--- config.mk ---
export PLATFORM = sky130hd
export DESIGN_NAME = boot_cfg_loader
export DESIGN_NICKNAME = d
export VERILOG_FILES = /design/src/rtl/boot_cfg_pkg.sv /design/src/rtl/boot_strap_latch.sv /design/src/rtl/boot_i2c_bit_engine.sv /design/src/rtl/boot_cfg_seq.sv /design/src/rtl/boot_cfg_loader.sv
export SDC_FILE = /design/constraint.sdc
export NUM_CORES = 1
export LEC_CHECK = 0
export BUFFER_PORTS_ARGS = -buffer_cell sky130_fd_sc_hd__clkbuf_2
export CORE_UTILIZATION = 50
export CTS_CLUSTER_DIAMETER = 120
export CTS_CLUSTER_SIZE = 28
export DETAILED_ROUTE_END_ITERATION = 10
export PLACE_DENSITY = 0.8
export SLEW_MARGIN = 20
export SYNTH_ARGS = -nofsm -noshare
export SYNTH_HDL_FRONTEND = slang
export SYNTH_SLANG_ARGS = --single-unit
export TNS_END_PERCENT = 5
--- constraint.sdc ---
create_clock -name clk_i -period 2.2 [get_ports clk_i]
set_input_delay 0.22 -clock clk_i [delete_from_list [all_inputs] [get_ports clk_i]]
set_output_delay 0.22 -clock clk_i [all_outputs]
set_load 0.02 [all_outputs]
--- src/rtl/boot_cfg_pkg.sv ---
package boot_cfg_pkg;
  localparam int STRAP_W = 3;
  localparam logic [7:0] DEV_LO = 8'hA8;
  localparam logic [7:0] DEV_HI = 8'hA4;

  typedef enum logic [1:0] {CMD_START, CMD_STOP, CMD_WRITE, CMD_READ} i2c_cmd_e;

  typedef enum logic [3:0] {
    S_INIT, S_START, S_DEVW, S_WADDR, S_RSTART, S_DEVR, S_READ, S_STOP, S_FIN
  } seq_st_e;

  function automatic logic uses_eeprom(logic [STRAP_W-1:0] s);
    return s[2] & s[1];
  endfunction

  function automatic logic [7:0] dev_byte(logic [STRAP_W-1:0] s);
    return s[0] ? DEV_HI : DEV_LO;
  endfunction

  function automatic logic [31:0] dflt_word(logic [STRAP_W-1:0] opt, logic [1:0] k);
    return {5'b11000, opt, 6'd0, k, 16'hA55A};
  endfunction
endpackage

--- src/rtl/boot_strap_latch.sv ---
module boot_strap_latch #(
  parameter int W = 3
) (
  input  logic         clk_i,
  input  logic         rst_ni,
  input  logic [W-1:0] strap_i,
  output logic [W-1:0] strap_o
);
  logic [W-1:0] strap_q;

  // tracks pins only while reset is held; frozen afterwards
  always_ff @(posedge clk_i) begin
    if (!rst_ni) strap_q <= strap_i;
  end

  assign strap_o = strap_q;
endmodule

--- src/rtl/boot_i2c_bit_engine.sv ---
module boot_i2c_bit_engine
  import boot_cfg_pkg::*;
#(
  parameter int QTR_CYC = 4
) (
  input  logic      clk_i,
  input  logic      rst_ni,
  input  logic      go_i,
  input  i2c_cmd_e  cmd_i,
  input  logic [7:0] tx_i,
  input  logic      ack_tx_i,
  input  logic      sda_i,
  output logic      done_o,
  output logic [7:0] rx_o,
  output logic      ack_rx_o,
  output logic      scl_oe_o,
  output logic      sda_oe_o
);
  localparam int DW = (QTR_CYC > 1) ? $clog2(QTR_CYC) : 1;
  localparam logic [DW-1:0] DIV_LAST = DW'(QTR_CYC - 1);

  logic          busy_q, done_q, ack_tx_q, ack_rx_q;
  logic          scl_q, sda_q;   // 1 = released
  i2c_cmd_e      cmd_q;
  logic [1:0]    q_q;
  logic [3:0]    bit_q;
  logic [7:0]    sh_q;
  logic [DW-1:0] div_q;
  logic          qtick;

  assign qtick = busy_q && (div_q == DIV_LAST);

  always_ff @(posedge clk_i or negedge rst_ni) begin
    if (!rst_ni) begin
      busy_q   <= 1'b0;
      done_q   <= 1'b0;
      cmd_q    <= CMD_START;
      q_q      <= '0;
      bit_q    <= '0;
      sh_q     <= '0;
      ack_tx_q <= 1'b0;
      ack_rx_q <= 1'b0;
      scl_q    <= 1'b1;
      sda_q    <= 1'b1;
      div_q    <= '0;
    end else begin
      done_q <= 1'b0;
      if (!busy_q) begin
        if (go_i) begin
          busy_q   <= 1'b1;
          cmd_q    <= cmd_i;
          sh_q     <= tx_i;
          ack_tx_q <= ack_tx_i;
          q_q      <= '0;
          bit_q    <= '0;
          div_q    <= '0;
        end
      end else if (!qtick) begin
        div_q <= div_q + 1'b1;
      end else begin
        div_q <= '0;
        q_q   <= q_q + 1'b1;
        case (cmd_q)
          CMD_START: begin
            case (q_q)
              2'd0: sda_q <= 1'b1;
              2'd1: scl_q <= 1'b1;
              2'd2: sda_q <= 1'b0;
              default: begin
                scl_q  <= 1'b0;
                busy_q <= 1'b0;
                done_q <= 1'b1;
              end
            endcase
          end
          CMD_STOP: begin
            case (q_q)
              2'd0: sda_q <= 1'b0;
              2'd1: scl_q <= 1'b1;
              2'd2: sda_q <= 1'b1;
              default: begin
                busy_q <= 1'b0;
                done_q <= 1'b1;
              end
            endcase
          end
          default: begin
            case (q_q)
              2'd0: begin
                if (bit_q == 4'd8) sda_q <= (cmd_q == CMD_READ) ? !ack_tx_q : 1'b1;
                else               sda_q <= (cmd_q == CMD_WRITE) ? sh_q[7] : 1'b1;
              end
              2'd1: scl_q <= 1'b1;
              2'd2: begin
                if (bit_q == 4'd8) ack_rx_q <= !sda_i;
                else               sh_q     <= {sh_q[6:0], sda_i};
              end
              default: begin
                scl_q <= 1'b0;
                if (bit_q == 4'd8) begin
                  busy_q <= 1'b0;
                  done_q <= 1'b1;
                end else begin
                  bit_q <= bit_q + 1'b1;
                end
              end
            endcase
          end
        endcase
      end
    end
  end

  assign done_o   = done_q;
  assign rx_o     = sh_q;
  assign ack_rx_o = ack_rx_q;
  assign scl_oe_o = !scl_q;
  assign sda_oe_o = !sda_q;

  AST_GO_WHEN_IDLE: assert property (@(posedge clk_i) disable iff (!rst_ni)
    go_i |-> !busy_q);
  AST_SDA_HOLD_SCL_HIGH: assert property (@(posedge clk_i) disable iff (!rst_ni)
    (busy_q && (cmd_q == CMD_WRITE || cmd_q == CMD_READ) && scl_q && $past(scl_q))
      |-> $stable(sda_q));
  AST_SCL_LOW_AFTER_CMD: assert property (@(posedge clk_i) disable iff (!rst_ni)
    (done_q && cmd_q != CMD_STOP) |-> !scl_q);
endmodule

--- src/rtl/boot_cfg_seq.sv ---
module boot_cfg_seq
  import boot_cfg_pkg::*;
#(
  parameter int N_WORDS = 4
) (
  input  logic                      clk_i,
  input  logic                      rst_ni,
  input  logic                      eeprom_i,
  input  logic [STRAP_W-1:0]        opt_i,
  input  logic [7:0]                dev_i,
  input  logic                      eng_done_i,
  input  logic                      eng_ack_i,
  input  logic [7:0]                eng_rx_i,
  output logic                      go_o,
  output i2c_cmd_e                  cmd_o,
  output logic [7:0]                tx_o,
  output logic                      ack_tx_o,
  output logic [N_WORDS-1:0][31:0]  cfg_o,
  output logic                      done_o,
  output logic                      err_o
);
  localparam int N_BYTES = N_WORDS * 4;
  localparam int IDX_W = $clog2(N_BYTES);
  localparam logic [IDX_W-1:0] LAST = IDX_W'(N_BYTES - 1);

  seq_st_e                   st_q;
  logic                      wait_q, err_pend_q, done_q, err_q, bus_st;
  logic [IDX_W-1:0]          idx_q;
  logic [N_WORDS-1:0][31:0]  cfg_q;

  always_comb begin
    bus_st   = st_q inside {S_START, S_DEVW, S_WADDR, S_RSTART, S_DEVR, S_READ, S_STOP};
    go_o     = bus_st && !wait_q;
    cmd_o    = CMD_WRITE;
    tx_o     = dev_i & 8'hFE;
    ack_tx_o = (idx_q != LAST);
    case (st_q)
      S_START, S_RSTART: cmd_o = CMD_START;
      S_STOP:            cmd_o = CMD_STOP;
      S_WADDR:           tx_o  = 8'h00;
      S_DEVR:            tx_o  = dev_i | 8'h01;
      S_READ:            cmd_o = CMD_READ;
      default: ;
    endcase
  end

  always_ff @(posedge clk_i or negedge rst_ni) begin
    if (!rst_ni) begin
      st_q       <= S_INIT;
      wait_q     <= 1'b0;
      err_pend_q <= 1'b0;
      done_q     <= 1'b0;
      err_q      <= 1'b0;
      idx_q      <= '0;
      cfg_q      <= '0;
    end else begin
      if (go_o) wait_q <= 1'b1;
      if (st_q == S_INIT) begin
        if (eeprom_i) begin
          st_q <= S_START;
        end else begin
          for (int k = 0; k < N_WORDS; k++) cfg_q[k] <= dflt_word(opt_i, 2'(k));
          done_q <= 1'b1;
          st_q   <= S_FIN;
        end
      end else if (eng_done_i) begin
        wait_q <= 1'b0;
        case (st_q)
          S_START:  st_q <= S_DEVW;
          S_DEVW, S_WADDR, S_DEVR: begin
            if (!eng_ack_i) begin
              err_pend_q <= 1'b1;
              st_q       <= S_STOP;
            end else if (st_q == S_DEVW) st_q <= S_WADDR;
            else if (st_q == S_WADDR)    st_q <= S_RSTART;
            else                         st_q <= S_READ;
          end
          S_RSTART: st_q <= S_DEVR;
          S_READ: begin
            cfg_q[idx_q[IDX_W-1:2]][{~idx_q[1:0], 3'b000} +: 8] <= eng_rx_i;
            if (idx_q == LAST) st_q <= S_STOP;
            else               idx_q <= idx_q + 1'b1;
          end
          S_STOP: begin
            st_q   <= S_FIN;
            done_q <= 1'b1;
            if (err_pend_q) begin
              err_q <= 1'b1;
              for (int k = 0; k < N_WORDS; k++) cfg_q[k] <= dflt_word('0, 2'(k));
            end
          end
          default: ;
        endcase
      end
    end
  end

  assign cfg_o  = cfg_q;
  assign done_o = done_q;
  assign err_o  = err_q;

  AST_DONE_STICKY: assert property (@(posedge clk_i) disable iff (!rst_ni)
    done_q |=> done_q);
  AST_ERR_WITH_DONE: assert property (@(posedge clk_i) disable iff (!rst_ni)
    err_q |-> done_q);
  AST_NO_CMD_AFTER_DONE: assert property (@(posedge clk_i) disable iff (!rst_ni)
    done_q |-> !go_o);
endmodule

--- src/rtl/boot_cfg_loader.sv ---
module boot_cfg_loader
  import boot_cfg_pkg::*;
#(
  parameter int N_WORDS = 4,
  parameter int QTR_CYC = 4
) (
  input  logic                   clk_i,
  input  logic                   rst_ni,
  input  logic [2:0]             strap_i,
  input  logic                   sda_i,
  output logic                   scl_oe_o,
  output logic                   sda_oe_o,
  output logic [N_WORDS*32-1:0]  cfg_o,
  output logic                   done_o,
  output logic                   err_o
);
  logic [STRAP_W-1:0]       strap;
  logic                     eeprom;
  logic [7:0]               dev;
  logic                     go, ack_tx, eng_done, eng_ack;
  i2c_cmd_e                 cmd;
  logic [7:0]               tx, rx;
  logic [N_WORDS-1:0][31:0] cfg;

  boot_strap_latch #(.W(STRAP_W)) u_latch (
    .clk_i   (clk_i),
    .rst_ni  (rst_ni),
    .strap_i (strap_i),
    .strap_o (strap)
  );

  assign eeprom = uses_eeprom(strap);
  assign dev    = dev_byte(strap);

  boot_i2c_bit_engine #(.QTR_CYC(QTR_CYC)) u_eng (
    .clk_i    (clk_i),
    .rst_ni   (rst_ni),
    .go_i     (go),
    .cmd_i    (cmd),
    .tx_i     (tx),
    .ack_tx_i (ack_tx),
    .sda_i    (sda_i),
    .done_o   (eng_done),
    .rx_o     (rx),
    .ack_rx_o (eng_ack),
    .scl_oe_o (scl_oe_o),
    .sda_oe_o (sda_oe_o)
  );

  boot_cfg_seq #(.N_WORDS(N_WORDS)) u_seq (
    .clk_i      (clk_i),
    .rst_ni     (rst_ni),
    .eeprom_i   (eeprom),
    .opt_i      (strap),
    .dev_i      (dev),
    .eng_done_i (eng_done),
    .eng_ack_i  (eng_ack),
    .eng_rx_i   (rx),
    .go_o       (go),
    .cmd_o      (cmd),
    .tx_o       (tx),
    .ack_tx_o   (ack_tx),
    .cfg_o      (cfg),
    .done_o     (done_o),
    .err_o      (err_o)
  );

  assign cfg_o = cfg;

  AST_STRAP_FROZEN: assert property (@(posedge clk_i) disable iff (!rst_ni)
    $past(rst_ni) |-> $stable(strap));
  AST_BUS_IDLE_FIXED: assert property (@(posedge clk_i) disable iff (!rst_ni)
    !eeprom |-> (!scl_oe_o && !sda_oe_o));
  AST_CFG_HELD: assert property (@(posedge clk_i) disable iff (!rst_ni)
    done_o |=> $stable(cfg_o));
  AST_ERR_DEFAULTS: assert property (@(posedge clk_i) disable iff (!rst_ni)
    err_o |-> (cfg[0] == dflt_word('0, 2'd0)));
endmodule

==> results of run 1 <==
## worst max-delay path: stages (launching register included)
cell and delay, ps:
dfrtp_1 480, or3_4 440, a21o_1 260, buf_4 200, a211o_1 390, a32o_1 260
## layer usage
metal / track usage / up-vias / wire length [µm]
li1: - / 2608 / -
met1: 0.3396 / 2940 / 8282
met2: 0.4003 / 242 / 9021
met3: 0.05991 / 33 / 1194
met4: 0.09254 / 0 / 393
met5: 0 / - / 0
## how the worst max path moves through the flow
stage	depth (start not counted)	start	endpoint
global route	4	u_seq.st_q[1]	u_seq.cfg_o[126]
floorplan	7	u_seq.idx_q[0]	u_seq.cfg_o[16]
global placement	4	u_seq.st_q[1]	u_seq.cfg_o[97]
finish	5	u_seq.st_q[1]	u_seq.cfg_o[19]
detailed placement	4	u_seq.st_q[1]	u_seq.cfg_o[99]
CTS	4	u_seq.st_q[1]	u_seq.cfg_o[100]
## sequential cells by signal, indices dropped and copies added (netlist names), 2 cells and up
register	flops
u_seq.cfg_o	128
u_eng.rx_o	8
u_eng.bit_q	4
u_seq.idx_q	4
u_seq.st_q	4
u_latch.strap_o	3
u_eng.cmd_q	2
u_eng.div_q	2
u_eng.q_q	2
## through the flow
stage	area, µm²	setup TNS [ps]	power (µW)	setup WS [ps]
2_1_floorplan	7564	-864.6	5061	-51.33
3_3_place_gp	8572	0	5730	147.5
3_5_place_dp	8572	0	5833	41.70
4_1_cts	9186	0	8728	1.631
5_1_grt	9203	-41.39	9102	-10.52
6_report	9203	0	8723	57.52
## power breakdown
group          total [µW]  internal, µW  switching (µW)
clock network        2920          1690            1230
registers            4040          3430             610
logic                1760           716            1040
## cell type report
| type | count | share of cell area |
|---|---|---|
| inverters | 20 | 0.008158 |
| clock buffers | 20 | 0.04854 |
| multi-input cells | 388 | 0.3385 |
| repair buffers | 173 | 0.1097 |
| clock inverters | 12 | 0.01387 |
| flip-flops and latches | 167 | 0.4562 |
| well taps | 184 | 0.02502 |
## layout by cell type, fill, tap and decap left out, types with 5 or more instances in the layout
cell type and instances:
o2bb2ai_1 16, buf_4 29, inv_1 20, clkinvlp_4 5
mux2i_1 5, nor2_1 22, nand3b_1 5, nand2b_1 5
o211ai_1 7, dfrtp_1 161, nand4_1 7, a21oi_1 11
nand2_1 46, clkbuf_16 17, a32o_1 40, a22o_1 19
clkbuf_2 136, o21ai_0 30, and2_1 6, ha_1 12
mux2_4 9, nand3_1 26, mux2_2 51
## cells by family (layout without fill, tap and decap cells)
| group | count (synthesis) | after routing | synth area share |
|---|---|---|---|
| DFF | 167 | 167 | 0.5548 |
| and+or+nand+nor | 146 | 146 | 0.1021 |
| AOI/OAI and AO/OA | 157 | 157 | 0.1763 |
| adders and majority gates | 12 | 12 | 0.01985 |
| buffers and inverters | 59 | 225 | 0.03672 |
| xor gates and xnor gates | 6 | 6 | 0.006949 |
| muxes | 67 | 67 | 0.1032 |
## timing repair
action / in CTS / in global routing
hold endpoints to repair: 54 / 0
hold buffers: 4 / 0
buffers inserted: 0 / 0
resized for setup: 0 / 6
endpoints found under the setup margin: 0 / 58
==> reports/results.ini, run 1 <==
[worst_setup_path]
cp.required_ps=2520
reg2reg_slack_ps=60
startpoint_type=flop
cp.arrival_ps=2460
cp-end-kind=flop
reg2reg_from=u_seq.st_q[1]
crit_type=flop to flop
critPathMaxFanout=8
rr_worst_depth=5
r2r_end=u_seq.cfg_o[19]

[final_layout]
ff_latch_area_um2=4198
final_util=0.6284
n_antenna_cell=0
layout.nets=785
multi_input_area_um2=3115
area_growth_pct=21.67
drive_above_1_share=0.3667
fillers=1169
final_cells=964

[floorplan]
io_pins=138
fp-row-count=44
die_h_um=125.0
core_area_um2=14640
dieArea_um2=15620
die_w_um=125.0
start_util=0.5165

[drt]
drt-pass1-iter-count=9
via_per_inst=6.040
wl_per_cell_um=19.60
drtIter0Drc=473
wl_um=18890
vias=5823
drcViolationCount=22
postRouteAntennaNets=0

[yosys]
async_flop_share=0.9820
syn_area_um2=7564
ys_types=62
ys_seq_elements=167
syn_avg_cell_area_um2=12.32
synth_top_area_share=0.5360
synth.most_common_cell=dfrtp_1
synthTopCellsByArea=dfrtp_1, mux2_2, a32o_1
synth_edf_count=3
ys_top_cells_by_count=dfrtp_1, mux2_2, nand2_1
ys_seq_area_frac=0.5548
yosys_most_used_dff=dfrtp_1
syn_inst=614
yosysTopAreaCell=dfrtp_1
synth_fp_nets=632
ys_warn_count=0

[hold_path]
holdPathStages=2
hold_path_class=primary input to flop
min-delay-start=sda_i
worstHoldEndpoint=u_eng.ack_rx_o

[global_route]
grt_max_degree=63
antenna_found_initial=0
grt_overflow_total=0
grt_use_total=0.2523
grt_pass1_vias=5806
grt_pass1_wl_um=30760

[clock_network]
cts_tree=yes
clock-sinks=167
clk_pin_slew_ps=60
cts_root_buffer=clkbuf_16
cts_buffers=17
htreeDepth=4
clkLatencyLatePin_ps=440
cts_buffer_depth=2

[power_and_ir_drop]
p_per_area_nw_per_um2=947.9
p_leak_uw=0.004247
vdd_drop_max_uv=596.0

[sta]
hold_ws_ps=14.25
post-route-period-util=0.9739
clock_skew_ps=7.732
rsz0062_at_grt=yes
max_freq_ghz=0.4667
worst_pin_slew_ps=775.0
setup_viol=0
slew_violations=0
hold_violations=0
slew_headroom=0.4833
period_needed_ps=2142

[placed_design]
port_buffers=137
gp_congestion=0.8818
place_inst=928
dp_hpwl_um=13170

[status]
status=finished with violations
violations=design-rule violations

[run]
cap_viol_max_count=0

Power figures use the tool's default switching activity.
==> run 2, diff against run 1 <==
--- a/config.mk
+++ b/config.mk
@@ -6,13 +6,14 @@
 export NUM_CORES = 1
 export LEC_CHECK = 0
 export BUFFER_PORTS_ARGS = -buffer_cell sky130_fd_sc_hd__clkbuf_2
-export CORE_UTILIZATION = 50
+export CORE_UTILIZATION = 55
 export CTS_CLUSTER_DIAMETER = 120
 export CTS_CLUSTER_SIZE = 28
 export DETAILED_ROUTE_END_ITERATION = 10
-export PLACE_DENSITY = 0.8
+export PLACE_DENSITY = 0.83
 export SLEW_MARGIN = 20
 export SYNTH_ARGS = -nofsm -noshare
 export SYNTH_HDL_FRONTEND = slang
+export SYNTH_HIERARCHICAL = 1
 export SYNTH_SLANG_ARGS = --single-unit
 export TNS_END_PERCENT = 5
==> constraint.sdc (replaced) <==
create_clock -name clk_i -period 2.1 [get_ports clk_i]
set_input_delay 0.21 -clock clk_i [delete_from_list [all_inputs] [get_ports clk_i]]
set_output_delay 0.21 -clock clk_i [all_outputs]
set_load 0.02 [all_outputs]
==> run 2 against run 1 <==
The flow finishes with violations (negative setup slack). Total power down 11%. Non-clock buffer count up 25. Final cell count up 5.9%. Count of clock-buffer cells in the layout up 2. Flip-flop and latch count unchanged. First-iteration DRC count up 27%. Die area down 9.1%. Via count up 12%. Clock power up 15%.
==> reports/results.ini, run 2 <==
[sta]
rsz0062_at_grt=yes
setup_viol=2  ; +2
hold_ws_ps=222.3  ; +208.0 ps
hold_violations=0  ; unchanged
post-route-period-util=1.007  ; +0.03310
clock_skew_ps=8.269  ; +0.5369 ps
setup_ws_ps=-14.60  ; -72.12 ps
worst_pin_slew_ps=762.5  ; -12.50 ps
slew_headroom=0.4917  ; +0.008331
max_freq_ghz=0.4729  ; +1.3%
period_needed_ps=2115  ; -27.88 ps
slew_violations=0  ; unchanged

[yosys]
ys_seq_area_frac=0.5560  ; +0.001196
ys_top_cells_by_count=dfrtp_1, a22o_1, nand2_1
yosys_most_used_dff=dfrtp_1
synth_top_area_share=0.5371  ; +0.001155
synth_compound_area_frac=0.2339  ; +0.05758
synth_edf_count=3  ; unchanged
ys_seq_elements=167  ; unchanged
ys_warn_count=6  ; +6
synth_top_family_by_area=compound AO/OA/AOI/OAI gates
yosysTopAreaCell=dfrtp_1
ys_types=65  ; +4.8%
syn_area_um2=7547  ; -0.22%
async_flop_share=0.9820  ; unchanged
synthMuxAreaShare=0.02669  ; -0.07653
syn_avg_cell_area_um2=11.74  ; -4.7%
synth_fa_ha_area_frac=0.01989  ; +0.00004278
syn_inst=643  ; +4.7%
synth-simple-area-share=0.1305  ; +0.02840
synth.most_common_cell=dfrtp_1
synthTopCellsByArea=dfrtp_1, a22o_1, o32a_1
synth_xor_area_frac=0.003481  ; -0.003466

[global_route]
grt_max_degree=88  ; +40%
grt_use_total=0.3064  ; +0.05409
grt_pass1_vias=6497  ; +12%
grt_overflow_total=0  ; unchanged
use_met3=0.06657  ; +0.006665
grt_pass1_wl_um=33510  ; +8.9%
busiest_layer=met2
antenna_found_initial=0  ; unchanged
grtUsageMet1=0.3986  ; +0.05907
grt_use_met2=0.4811  ; +0.08084

[drt]
vias=6521  ; +12%
drtIter0Drc=602  ; +27%
wl_per_cell_um=21.01  ; +7.2%
postRouteAntennaNets=0  ; unchanged
wl_um=21450  ; +14%
drt-pass1-iter-count=8  ; -1
via_per_inst=6.387  ; +5.7%
drcViolationCount=0  ; -100%

[worst_setup_path]
startpoint_type=flop
cp-end-kind=flop
cp.required_ps=2410  ; -110 ps
cp.arrival_ps=2420  ; -40 ps
critPathMaxFanout=12  ; +4
crit_type=flop to flop

[floorplan]
core_area_um2=13300  ; -9.2%
die_h_um=119.1  ; -4.7%
die_w_um=119.1  ; -4.7%
start_util=0.5677  ; +0.05117
dieArea_um2=14190  ; -9.1%
fp-row-count=42  ; -4.5%
io_pins=138  ; unchanged

[final_layout]
largest_register_ffs=128  ; unchanged
layout_commonest_cell=dfrtp_1
n_antenna_cell=0  ; unchanged
final_cell_mix=dfrtp_1, clkbuf_2, a22o_1, buf_4, nand2_1
layout.nets=850  ; +8.3%
final_util=0.7287  ; +0.1003
drive_above_1_share=0.3408  ; -0.02584
fillers=873  ; -25%
area_growth_pct=28.37

[clock_network]
cts_root_buffer=clkbuf_16
cts_buffers=17  ; unchanged
htreeDepth=4  ; unchanged
clk_pin_slew_ps=60  ; about the same
cts_buffer_depth=2  ; unchanged
cts_tree=yes
clock-sinks=167  ; unchanged
clkLatencyLatePin_ps=430  ; about the same

[run]
cap_viol_max_count=0  ; unchanged

[power_and_ir_drop]
vdd_drop_max_uv=478.0  ; -20%
p_per_area_nw_per_um2=805.2  ; -15%
p_leak_uw=0.004470  ; +5.3%
power.total_uw=7801  ; -11%

[status]
status=finished with violations
violations=negative setup slack

[placed_design]
dp_hpwl_um=14590  ; +11%
gp_congestion=0.9230  ; +4.7%
port_buffers=137  ; unchanged

[hold_path]
hold_path_class=primary input to asynchronous set/reset pin

run 2: cell count changes after synthesis, sizes merged, moves of 7 or more:
cell     before  now
a22o         19   57
nor2b         3   14
nor3          4   11
clkbuf       24   13
a2bb2oi       0   20
a32o         40   11
o211ai       11    0
mux2         61   17
o32a          1   26
nor2         22   15
a21oi        12   19
o21ai        30   39
and2          6   21
run 2: per-layer routing:
layer | vias up | wire length (µm)
met4 | 0 | 695
met5 | - | 0
met1 | 3299 | 8749
met2 | 331 | 10590
li1 | 2826 | -
met3 | 65 | 1417
run 2: path summary, 6_finish.rpt:
path | from | endpoint | slack, ps | depth (start not counted)
worst max register to register | u_seq/st_q[0] | u_seq/cfg_o[42] | -10 | 5
worst max-delay path | u_seq/st_q[0] | u_seq/cfg_o[42] | -10 | 5
worst min register to register | u_seq/done_o | u_seq/done_o | 470 | 1
max in group asynchronous | rst_ni | u_seq/cfg_o[91] | 1130 | 3
min in group clk_i | u_seq/done_o | u_seq/done_o | 470 | 1
worst min-delay path | rst_ni | u_seq/cfg_o[66] | 220 | 2
run 2: timing repair:
item                                    4_1_cts  5_1_grt
pin swaps                                     2        7
resized for setup                            11       33
hold buffers                                  5        0
setup buffers                                 3        1
endpoints found under the setup margin       89      121
endpoints found under the hold margin        30        0
run 2: worst max-delay path: stages (launching register included):
cell	delay, ps
dfrtp_2	480
or4_4	600
a31oi_4	250
buf_4	170
nand2_4	100
o32a_1	390
run 2: through the flow:
stage	area [µm²]	setup WS, ps	std cells	TNS, ps
after floorplan	7559	79.57	646	0
final	9688	-14.60	1021	-17.70
after global routing	9688	-37.60	1021	-437.6
after global placement	8775	-57.38	981	-818.5
after detailed placement	8775	-164.3	981	-5516
after CTS	9532	-55.06	1021	-719.2
run 2: report_power, final:
group | total (µW) | internal, µW | leakage (µW) | switching [µW]
clock | 3370 | 2090 | 0.000307 | 1270
sequential | 3590 | 3410 | 0.00209 | 174
combinational | 847 | 349 | 0.00207 | 497
total | 7800 | 5860 | 0.00447 | 1950
run 2: kinds of logic (layout without fill, tap and decap cells):
| kind of cell | Yosys count | in the layout |
|---|---|---|
| compound gates | 219 | 219 |
| simple gates | 172 | 172 |
| flops | 167 | 167 |
| buf+inv | 50 | 249 |
| mux | 18 | 18 |
| fa+ha+maj | 12 | 12 |
| xor+xnor | 3 | 3 |
| other cells | 2 | 5 |
run 2: cell type report:
class / count / area [µm²] / area share
flip-flops and latches: 167 / 4199 / 0.4334
multi-input cells: 429 / 3334 / 0.3442
repair buffers: 198 / 1222 / 0.1262
clock buffers: 22 / 474.2 / 0.04895
well taps: 176 / 220.2 / 0.02273
clock inverters: 10 / 166.4 / 0.01718
inverters: 19 / 71.32 / 0.007361
==> run 3, diff against run 2 <==
--- a/config.mk
+++ b/config.mk
@@ -6,11 +6,13 @@
 export NUM_CORES = 1
 export LEC_CHECK = 0
 export BUFFER_PORTS_ARGS = -buffer_cell sky130_fd_sc_hd__clkbuf_2
-export CORE_UTILIZATION = 55
+export CELL_PAD_IN_SITES_DETAIL_PLACEMENT = 0
+export CELL_PAD_IN_SITES_GLOBAL_PLACEMENT = 2
+export CORE_UTILIZATION = 37
 export CTS_CLUSTER_DIAMETER = 120
 export CTS_CLUSTER_SIZE = 28
 export DETAILED_ROUTE_END_ITERATION = 10
-export PLACE_DENSITY = 0.83
+export PLACE_DENSITY = 0.84
 export SLEW_MARGIN = 20
 export SYNTH_ARGS = -nofsm -noshare
 export SYNTH_HDL_FRONTEND = slang
==> run 3 against run 2 <==
Largest power group unchanged. Combinational power is 1% higher. Critical endpoint is now u_seq/cfg_o[2]. The flow still finishes with violations (negative setup slack). Count of clock-buffer cells in the layout is 2 lower. Worst setup slack worse by 3.5 ps. Total power is 2.5% lower.
==> reports/results.ini, run 3 (synthesis gave the netlist of run 2 again) <==
[drt]
wl_um=22310  ; +4.0%
vias=6233  ; -4.4%
drcViolationCount=0  ; unchanged
wl_per_cell_um=19.83  ; -5.6%
postRouteAntennaNets=0  ; unchanged
via_per_inst=5.540  ; -13%
drt-pass1-iter-count=5  ; -3
drtIter0Drc=385  ; -36%

[sta]
setup_ws_ps=-18.14  ; -3.541 ps
post-route-period-util=1.009  ; +0.001686
slew_violations=0  ; unchanged
max_freq_ghz=0.4721  ; -0.17%
hold_violations=0  ; unchanged
setup_viol=9  ; +7
rsz0062_at_grt=yes
period_needed_ps=2118  ; +3.541 ps
clock_skew_ps=8.902  ; +0.6331 ps
worst_pin_slew_ps=871.4  ; +108.9 ps
slew_headroom=0.4191  ; -0.07261

[clock_network]
clk_pin_slew_ps=70  ; about the same
cts_tree=yes
cts_buffer_depth=2  ; unchanged
clock-sinks=167  ; unchanged
cts_buffers=17  ; unchanged
htreeDepth=4  ; unchanged
cts_root_buffer=clkbuf_16
clkLatencyLatePin_ps=430  ; about the same

[worst_setup_path]
critPathMaxFanout=8  ; -4
crit_type=flop to flop
startpoint=u_latch/strap_o[1]
rr_worst_depth=7  ; +2
startpoint_type=flop
reg2reg_from=u_latch/strap_o[1]
r2r_end=u_seq/cfg_o[2]
cp-end-kind=flop
reg2reg_slack_ps=-20  ; about the same
cp.required_ps=2410  ; about the same
cp.arrival_ps=2430  ; about the same
worstSetupEndpoint=u_seq/cfg_o[2]

[final_layout]
area_growth_pct=31.76
final_cell_mix=dfrtp_1, clkbuf_2, buf_4, a22o_1, nand2_1
layout_commonest_cell=dfrtp_1
n_antenna_cell=0  ; unchanged
final_cells=1125  ; +10%
drive_above_1_share=0.3616  ; +0.02080
final_area_um2=9945  ; +2.6%
largest_register_ffs=128  ; unchanged
layout.nets=865  ; +1.8%

[floorplan]
die_h_um=144.8  ; +22%
dieArea_um2=20970  ; +48%
die_w_um=144.8  ; +22%
io_pins=138  ; unchanged
fp-row-count=51  ; +21%
start_util=0.3828  ; -0.1849
core_area_um2=19720  ; +48%

[status]
violations=negative setup slack
status=finished with violations

[global_route]
antenna_found_initial=0  ; unchanged
grt_max_degree=110  ; +25%
grt_pass1_vias=6362  ; -2.1%
grt_use_total=0.2198  ; -0.08659
grt_pass1_wl_um=34740  ; +3.7%
grt_overflow_total=0  ; unchanged

[run]
cap_viol_max_count=0  ; unchanged

[power_and_ir_drop]
vdd_drop_max_uv=564.8  ; +18%
p_leak_uw=0.004552  ; +1.8%
p_per_area_nw_per_um2=765.1  ; -5.0%

[placed_design]
pre_cts_slack_ps=-127.6  ; +36.67 ps
place_area_um2=8965  ; +2.2%
dp_hpwl_um=16020  ; +9.8%
gp_congestion=0.8214  ; -11%
port_buffers=137  ; unchanged
place_inst=1081  ; +10%

[hold_path]
hold_path_class=primary input to asynchronous set/reset pin

==> run 3: changes by cell type in the layout (fill, tap and decap cells not counted), moves of 2 or more <==
cell | before | now
a21oi_1 | 16 | 14
and3_1 | 8 | 5
and3_2 | 1 | 3
buf_12 | 3 | 5
buf_4 | 48 | 61
bufinv_16 | 4 | 2
clkinv_4 | 1 | 5
nand2_2 | 2 | 0
nand2_4 | 1 | 3
nand3_1 | 20 | 18
nand3_2 | 0 | 2
o21ai_2 | 6 | 8
o21ai_4 | 4 | 2
==> run 3: worst max-delay path, stage by stage, from the launching register on <==
cell      delay [ps]
edfxtp_1         380
and2_4           190
or4_4            560
a31oi_4          180
buf_12           150
buf_12           130
o21ai_1          140
a22o_1           270
==> run 3: layer usage <==
metal | track usage | wire [µm] | share of wire | up-vias
met4 | 0.06260 | 351 | 0.016 | 0
met2 | 0.3699 | 10950 | 0.49 | 173
met5 | 0 | 0 | 0 | -
li1 | - | - | - | 2866
met3 | 0.03883 | 848 | 0.038 | 26
met1 | 0.2897 | 10160 | 0.46 | 3168
==> run 3: how the worst min path moves through the flow <==
stage | startpoint | to | slack, ps | cells after the start
after global routing | rst_ni | u_seq/cfg_o[69] | 230 | 2
after floorplan | rst_ni | u_eng/ack_rx_o | -90 | 0
after detailed placement | rst_ni | u_seq/cfg_o[71] | 80 | 1
final | rst_ni | u_seq/cfg_o[5] | 230 | 2
after global placement | rst_ni | u_seq/cfg_o[71] | 80 | 1
after CTS | rst_ni | u_seq/cfg_o[71] | 210 | 2
==> run 3: through the flow <==
step / utilization / hold WS [ps] / power [µW] / TNS (ps)
5_1_grt: 0.5043 / 234.6 / 7911 / -1878
3_3_place_gp: 0.4542 / 77.93 / 4434 / -5424
4_1_cts: 0.4911 / 212.8 / 7649 / -1981
6_report: 0.5043 / 226.5 / 7609 / -61.03
3_5_place_dp: 0.4547 / 84.63 / 4468 / -5265
2_1_floorplan: - / -85.59 / 4097 / 0
==> run 3: layout make-up <==
cell class | count | area, µm²
fill | 1727 | 9773
clock buffer | 20 | 456.7
clock inverter | 12 | 143.9
sequential | 167 | 4198
timing repair buffer | 213 | 1370
tap | 265 | 331.6
inverter | 19 | 71.32
multi-input combinational | 429 | 3373
==> run 3: where the power goes <==
group	switching (µW)	internal, µW
sequential	172	3410
clock	1330	1830
combinational	497	361
total	2000	5610
==> run 3: what timing repair did <==
item | CTS | global route
endpoints found under the setup margin | 86 | 123
gates cloned | 0 | 1
endpoints found under the hold margin | 26 | 0
hold buffers | 5 | 0
pin swaps | 8 | 16
setup buffers | 3 | 3
resized for setup | 14 | 40
